<file path="src/rtl/tx_desc_dma.sv">
module tx_desc_dma #(
  parameter int AW    = 32,
  parameter int LEN_W = 11
) (
  input  logic          clk,
  input  logic          rst_n,
  input  logic [AW-1:0] base_addr,
  input  logic          base_wr,
  input  logic          dma_en,
  input  logic          start,
  output logic [AW-1:0] cur_desc,
  output logic          mem_req,
  output logic          mem_we,
  output logic [AW-1:0] mem_addr,
  output logic [31:0]   mem_wdata,
  input  logic [31:0]   mem_rdata,
  input  logic          mem_ack,
  output logic          tx_valid,
  output logic [7:0]    tx_data,
  output logic          tx_sof,
  output logic          tx_eof,
  input  logic          tx_ready
);
  localparam int OWN_B = 31;
  localparam int LAST_B = 30;
  localparam int FIRST_B = 29;
  localparam logic [31:0] OWN_MASK = 32'h1 << OWN_B;
  localparam logic [LEN_W-1:0] ONE = LEN_W'(1);

  typedef enum logic [2:0] {S_IDLE, S_STAT, S_CTL, S_BUF, S_NEXT, S_WORD, S_SEND, S_WB} st_t;

  st_t              st;
  logic [AW-1:0]    cur, nxt, bptr;
  logic [31:0]      stat_q, word_q;
  logic [LEN_W-1:0] remain;
  logic             first_q, last_q, at_start;

  assign cur_desc  = cur;
  assign mem_req   = (st != S_IDLE) && (st != S_SEND);
  assign mem_we    = (st == S_WB);
  assign mem_wdata = stat_q & ~OWN_MASK;
  assign tx_valid  = (st == S_SEND);
  assign tx_data   = word_q[{bptr[1:0], 3'b000} +: 8];
  assign tx_sof    = tx_valid && first_q && at_start;
  assign tx_eof    = tx_valid && last_q && (remain == ONE);

  always_comb begin
    case (st)
      S_CTL:   mem_addr = cur + AW'(4);
      S_BUF:   mem_addr = cur + AW'(8);
      S_NEXT:  mem_addr = cur + AW'(12);
      S_WORD:  mem_addr = {bptr[AW-1:2], 2'b00};
      default: mem_addr = cur;
    endcase
  end

  always_ff @(posedge clk) begin
    if (!rst_n) begin
      st       <= S_IDLE;
      cur      <= '0;
      nxt      <= '0;
      bptr     <= '0;
      stat_q   <= '0;
      word_q   <= '0;
      remain   <= '0;
      first_q  <= 1'b0;
      last_q   <= 1'b0;
      at_start <= 1'b0;
    end else begin
      case (st)
        S_IDLE: begin
          if (base_wr) cur <= base_addr;
          if (start && dma_en) st <= S_STAT;
        end
        S_STAT: if (mem_ack) begin
          stat_q <= mem_rdata;
          st     <= mem_rdata[OWN_B] ? S_CTL : S_IDLE;
        end
        S_CTL: if (mem_ack) begin
          remain  <= mem_rdata[LEN_W-1:0];
          first_q <= mem_rdata[FIRST_B];
          last_q  <= mem_rdata[LAST_B];
          st      <= S_BUF;
        end
        S_BUF: if (mem_ack) begin
          bptr     <= mem_rdata[AW-1:0];
          at_start <= 1'b1;
          st       <= S_NEXT;
        end
        S_NEXT: if (mem_ack) begin
          nxt <= mem_rdata[AW-1:0];
          st  <= (remain == '0) ? S_WB : S_WORD;
        end
        S_WORD: if (mem_ack) begin
          word_q <= mem_rdata;
          st     <= S_SEND;
        end
        S_SEND: if (tx_ready) begin
          bptr     <= bptr + AW'(1);
          remain   <= remain - ONE;
          at_start <= 1'b0;
          if (remain == ONE)          st <= S_WB;
          else if (bptr[1:0] == 2'b11) st <= S_WORD;
        end
        S_WB: if (mem_ack) begin
          cur <= nxt;
          st  <= dma_en ? S_STAT : S_IDLE;
        end
        default: st <= S_IDLE;
      endcase
    end
  end


  req_hold_chk: assert property (@(posedge clk) disable iff (!rst_n)
    mem_req && !mem_ack |=> mem_req && $stable(mem_addr) && $stable(mem_we));

  byte_hold_chk: assert property (@(posedge clk) disable iff (!rst_n)
    tx_valid && !tx_ready |=> tx_valid && $stable(tx_data) && $stable(tx_sof) && $stable(tx_eof));

  wb_clear_chk: assert property (@(posedge clk) disable iff (!rst_n)
    mem_req && mem_we |-> !mem_wdata[OWN_B]);

  mark_valid_chk: assert property (@(posedge clk) disable iff (!rst_n)
    (tx_sof || tx_eof) |-> tx_valid);

  excl_chk: assert property (@(posedge clk) disable iff (!rst_n)
    !(tx_valid && mem_req));

  idle_hold_chk: assert property (@(posedge clk) disable iff (!rst_n)
    !mem_req && !tx_valid && !start |=> !mem_req && !tx_valid);
endmodule

</file>
<file path="config.mk">
export PLATFORM = sky130hd
export DESIGN_NAME = tx_desc_dma
export DESIGN_NICKNAME = d
export VERILOG_FILES = /design/src/rtl/tx_desc_dma.sv
export SDC_FILE = /design/constraint.sdc
export NUM_CORES = 1
export LEC_CHECK = 0
export BUFFER_PORTS_ARGS = -buffer_cell sky130_fd_sc_hd__buf_2
export CORE_ASPECT_RATIO = 0.9
export CORE_UTILIZATION = 25
export CTS_CLUSTER_DIAMETER = 100
export DETAILED_ROUTE_END_ITERATION = 8
export GPL_ROUTABILITY_DRIVEN = 0
export PLACE_DENSITY = 0.54
export REMOVE_ABC_BUFFERS = 1
export SLEW_MARGIN = 10
export SYNTH_ARGS = -nofsm -noshare
export SYNTH_HDL_FRONTEND = slang
export SYNTH_SLANG_ARGS = --single-unit
</file>
<file path="constraint.sdc">
create_clock -name clk -period 3.1 [get_ports clk]
set_clock_uncertainty 0.15 [all_clocks]
set_input_delay 0.62 -clock clk [delete_from_list [all_inputs] [get_ports clk]]
set_output_delay 0.62 -clock clk [all_outputs]
set_load 0.05 [all_outputs]
</file>
==> metrics.log <==
[metrics] result of the run: finished, violations left
[metrics] failing checks: negative setup slack
[metrics] fraction of post-synthesis cell area in the top cell type by area: 0.340
[metrics] largest cells by area after synthesis: dfxtp_1 (34%), nand2_1 (10%), a21oi_1 (7.3%)
[metrics] half-perimeter wire length of the detailed placement result: 33.2 mm
[metrics] post-route cell area: 14100 sq um
[metrics] routed wire length: 46.2 mm
[metrics] total of endpoints with negative setup slack in the final report: 20
[metrics] unrepaired setup endpoints after global routing: true
[metrics] initial antenna violation count: 5
[metrics] Horiz. Die Dim: 217 um
[metrics] clock insertion delay at the later pin of the skew report: 0.45 ns
[metrics] count of pins over their slew limit: 0
[metrics] Peak Freq: 0.299 GHz
[metrics] final period demand of the worst path: 3.34 ns
[metrics] VDD IR max: 0.659 mV
[metrics] TritonCTS clock tree: yes
[metrics] count of maximum capacitance violations: 0
[metrics] post-synth top area cell: dfxtp_1
[metrics] critical path data arrival time: 2.57 ns
[metrics] # clock sinks: 176
[metrics] Synth Warn #: 0
[metrics] Hold-fix buffers, CTS: 0
[metrics] Initial Utilization: 0.255
[metrics] type of the worst setup path: reg2out
[metrics] clock-pin slew reported for the worst setup and hold paths after clock tree synthesis: 0.07 ns
[metrics] Boundary Pins: 180
[metrics] worst max-slew margin expressed relative to the limit: 0.484
[metrics] wire length of the first global-routing pass: 67.8 mm
[metrics] EDFF count, synth: 0
[metrics] Global Route Usage Sum: 0.212
[metrics] cell count after synthesis: 1385
[metrics] average via count per standard cell: 5.43
[metrics] power consumption: 0.00977 W
[metrics] count of port buffers added during placement: 178
[metrics] Post-Synthesis Cell Area: 10400 sq um
[metrics] Area growth syn-to-layout: 35.8%
[metrics] Final nets: 1679
[metrics] number of buffers added by the clock tree synthesis step: 17
[metrics] FF+latch area: 3570 sq um
[metrics] part of the Yosys area used for sequential elements: 0.340
[metrics] setup total negative slack: -2.56 ns
[metrics] complex-gate fraction of the synthesized area: 0.248
[metrics] basic-gate share of the synthesized area counting and, or, nand and nor cells: 0.265
[metrics] first-pass detailed-route iteration total: 5
[metrics] largest fanout on the critical path: 4
[metrics] required arrival time at the worst endpoint: 2.33 ns
[metrics] post-route fraction of the period consumed by the critical path: 1.08
[metrics] startpoint class of the critical path: flip-flop
[metrics] # rows: 70
[metrics] clk buf depth: 2
[metrics] Tightest Hold Check Type: reg2reg
[metrics] height of the chip: 195 um
[metrics] Primary FF master, synth: dfxtp_1
[metrics] Remaining Overflow, GRT: 0
[metrics] area of the die: 42300 sq um
[metrics] register bit count reported by yosys: 176
[metrics] number of remaining DRC errors: 0
[metrics] Vias: 11700
[metrics] adder-cell share of the synthesized area: 0.00724
[metrics] critical path capture point type: output pin
[metrics] syn avg cell area: 7.49 sq um
[metrics] power per cell area: 694 nW/um^2
[metrics] mux cell area share after synthesis: 0.0709
[metrics] number of nets with antenna violations after routing: 0
[metrics] total of fill cells in the finished design: 4365
[metrics] pin count of the biggest net entering global routing: 65
[metrics] drt wl/cell: 21.4 um
[metrics] core box area: 40700 sq um
[metrics] count of cell types in the netlist: 76
[metrics] post-synthesis share of cell area spent on xor and xnor gates: 0.0127
[metrics] worst slew pin tran: 0.773 ns
[metrics] vias in the first global route: 10800
[metrics] largest family of logic cells by synthesized area: simple AND/OR/NAND/NOR gates
[metrics] post-route setup slack: -0.244 ns
[metrics] Synth async-reset ratio: 0
[metrics] area of the multi-input gates: 6700 sq um
[metrics] leakage power of the design: 5.55 nW
[metrics] H-tree levels: 4
[metrics] first-iteration detailed-routing DRC count: 1281
[metrics] post-placement cell area: 12600 sq um
[metrics] root buf cell: clkbuf_16
[metrics] hold violation count in the final report: 0
[metrics] fraction of layout cells with a size suffix above 1: 0.299
registers in the layout, indices dropped and copies added, names as in the netlist:
| signal | cells |
|---|---|
| at_start | 1 |
| bptr | 32 |
| cur_desc | 32 |
| first_q | 1 |
| last_q | 1 |
| nxt | 32 |
| remain | 11 |
| st | 3 |
| stat_q | 31 |
| word_q | 32 |
metal layers:
metal / vias up / track usage / part of all wire
met5: - / 0 / 0.00080
met4: 6 / 0.0579 / 0.023
met3: 74 / 0.0419 / 0.080
met2: 545 / 0.315 / 0.43
met1: 5611 / 0.308 / 0.47
li1: 5480 / - / -
cell usage in the layout (no fill, tap or decap), drive strengths merged, types with 6 or more instances in the layout:
cell type / count
o221ai: 7
dfxtp: 176
nand3: 45
o31ai: 8
xnor2: 6
o211ai: 8
a31oi: 9
clkinv: 6
o221a: 6
o22ai: 13
nor2b: 8
a22oi: 14
a211oi: 41
a221oi: 18
a41oi: 8
or3: 8
and3: 15
o21ai: 62
mux4: 8
ha: 6
clkbuf: 20
nor3: 22
inv: 23
and2: 11
nor4: 13
nand3b: 6
or4: 10
mux2i: 51
and4: 9
nand2: 284
buf: 325
xor2: 9
nand2b: 8
o21a: 7
a21oi: 151
nand4: 22
nor2: 104
repair_timing:
action / in CTS / in global routing
endpoints found under the hold margin: 0 / 0
gates resized for setup: 102 / 72
endpoints found under the setup margin: 32 / 33
pin swaps: 24 / 22
gates cloned: 1 / 0
setup buffers: 26 / 6
stage by stage:
step | utilization | hold slack (ns) | instances | worst slack, ns
detailed placement | 0.310 | 0.295 | 2091 | -0.0601
finish | 0.346 | 0.304 | 2157 | -0.244
CTS | 0.337 | 0.289 | 2149 | -0.242
global route | 0.346 | 0.297 | 2156 | -0.331
floorplan | - | 0.283 | 1256 | -1.97
global placement | 0.310 | 0.289 | 2091 | -0.0497
synth_stat cells (all sizes together) (7+ instances only):
master	count
inv	13
clkbuf	88
o22ai	13
nor2b	8
nand4	22
a31oi	9
nor4	13
o211ai	8
mux4	8
o21ai	62
or4	10
dfxtp	176
nor3	22
nand2b	8
and2	11
a41oi	8
buf	41
a221oi	18
o21a	7
nor2	104
o221ai	7
nand3	45
and4	9
a22oi	14
and3	15
mux2i	51
nand2	284
a211oi	41
a21oi	151
xor2	9
or3	8
o31ai	8
cell families after synthesis:
logic type               after synthesis
flip-flops                           176
AND/OR/NAND/NOR                      582
XOR/XNOR                              15
adder cells (fa/ha/maj)                6
multiplexers                          63
buffers and inverters                144
other                                  1
AO/OA/AOI/OAI                        398
final timing paths:
check | startpoint | end | slack, ns | cells after the start
worst max-delay path | st[1] | mem_addr[14] | -0.24 | 8
worst max register to register | bptr[1] | bptr[26] | 0.22 | 7
worst min register to register | stat_q[29] | stat_q[29] | 0.30 | 2
worst min-delay path | stat_q[29] | stat_q[29] | 0.30 | 2
worst max-delay path, stage by stage, from the launching register on:
cell and delay [ns]:
dfxtp_2 0.34, nor3b_4 0.21, xor2_1 0.19, ha_2 0.28
nor2_4 0.06, or4_4 0.48, xor2_1 0.15, o221ai_1 0.18
buf_4 0.23
where the power goes:
part / internal (W) / total (W) / switching (W) / leakage [nW]
clock network: 0.00109 / 0.00218 / 0.00109 / 0.287
logic: 0.00174 / 0.00488 / 0.00314 / 3.83
registers: 0.00248 / 0.00271 / 0.000227 / 1.44
total: 0.00531 / 0.00977 / 0.00446 / 5.55
layout make-up:
class,count,share of cell area
Inverter,15,0.00418
Sequential cell,176,0.254
Antenna cell,2,0.000355
Clock buffer,18,0.0312
Tap cell,540,0.0480
Multi-Input combinational cell,1065,0.476
Clock inverter,14,0.00969
Timing Repair Buffer,327,0.177
Note: power is estimated with default switching activity, not from simulation.
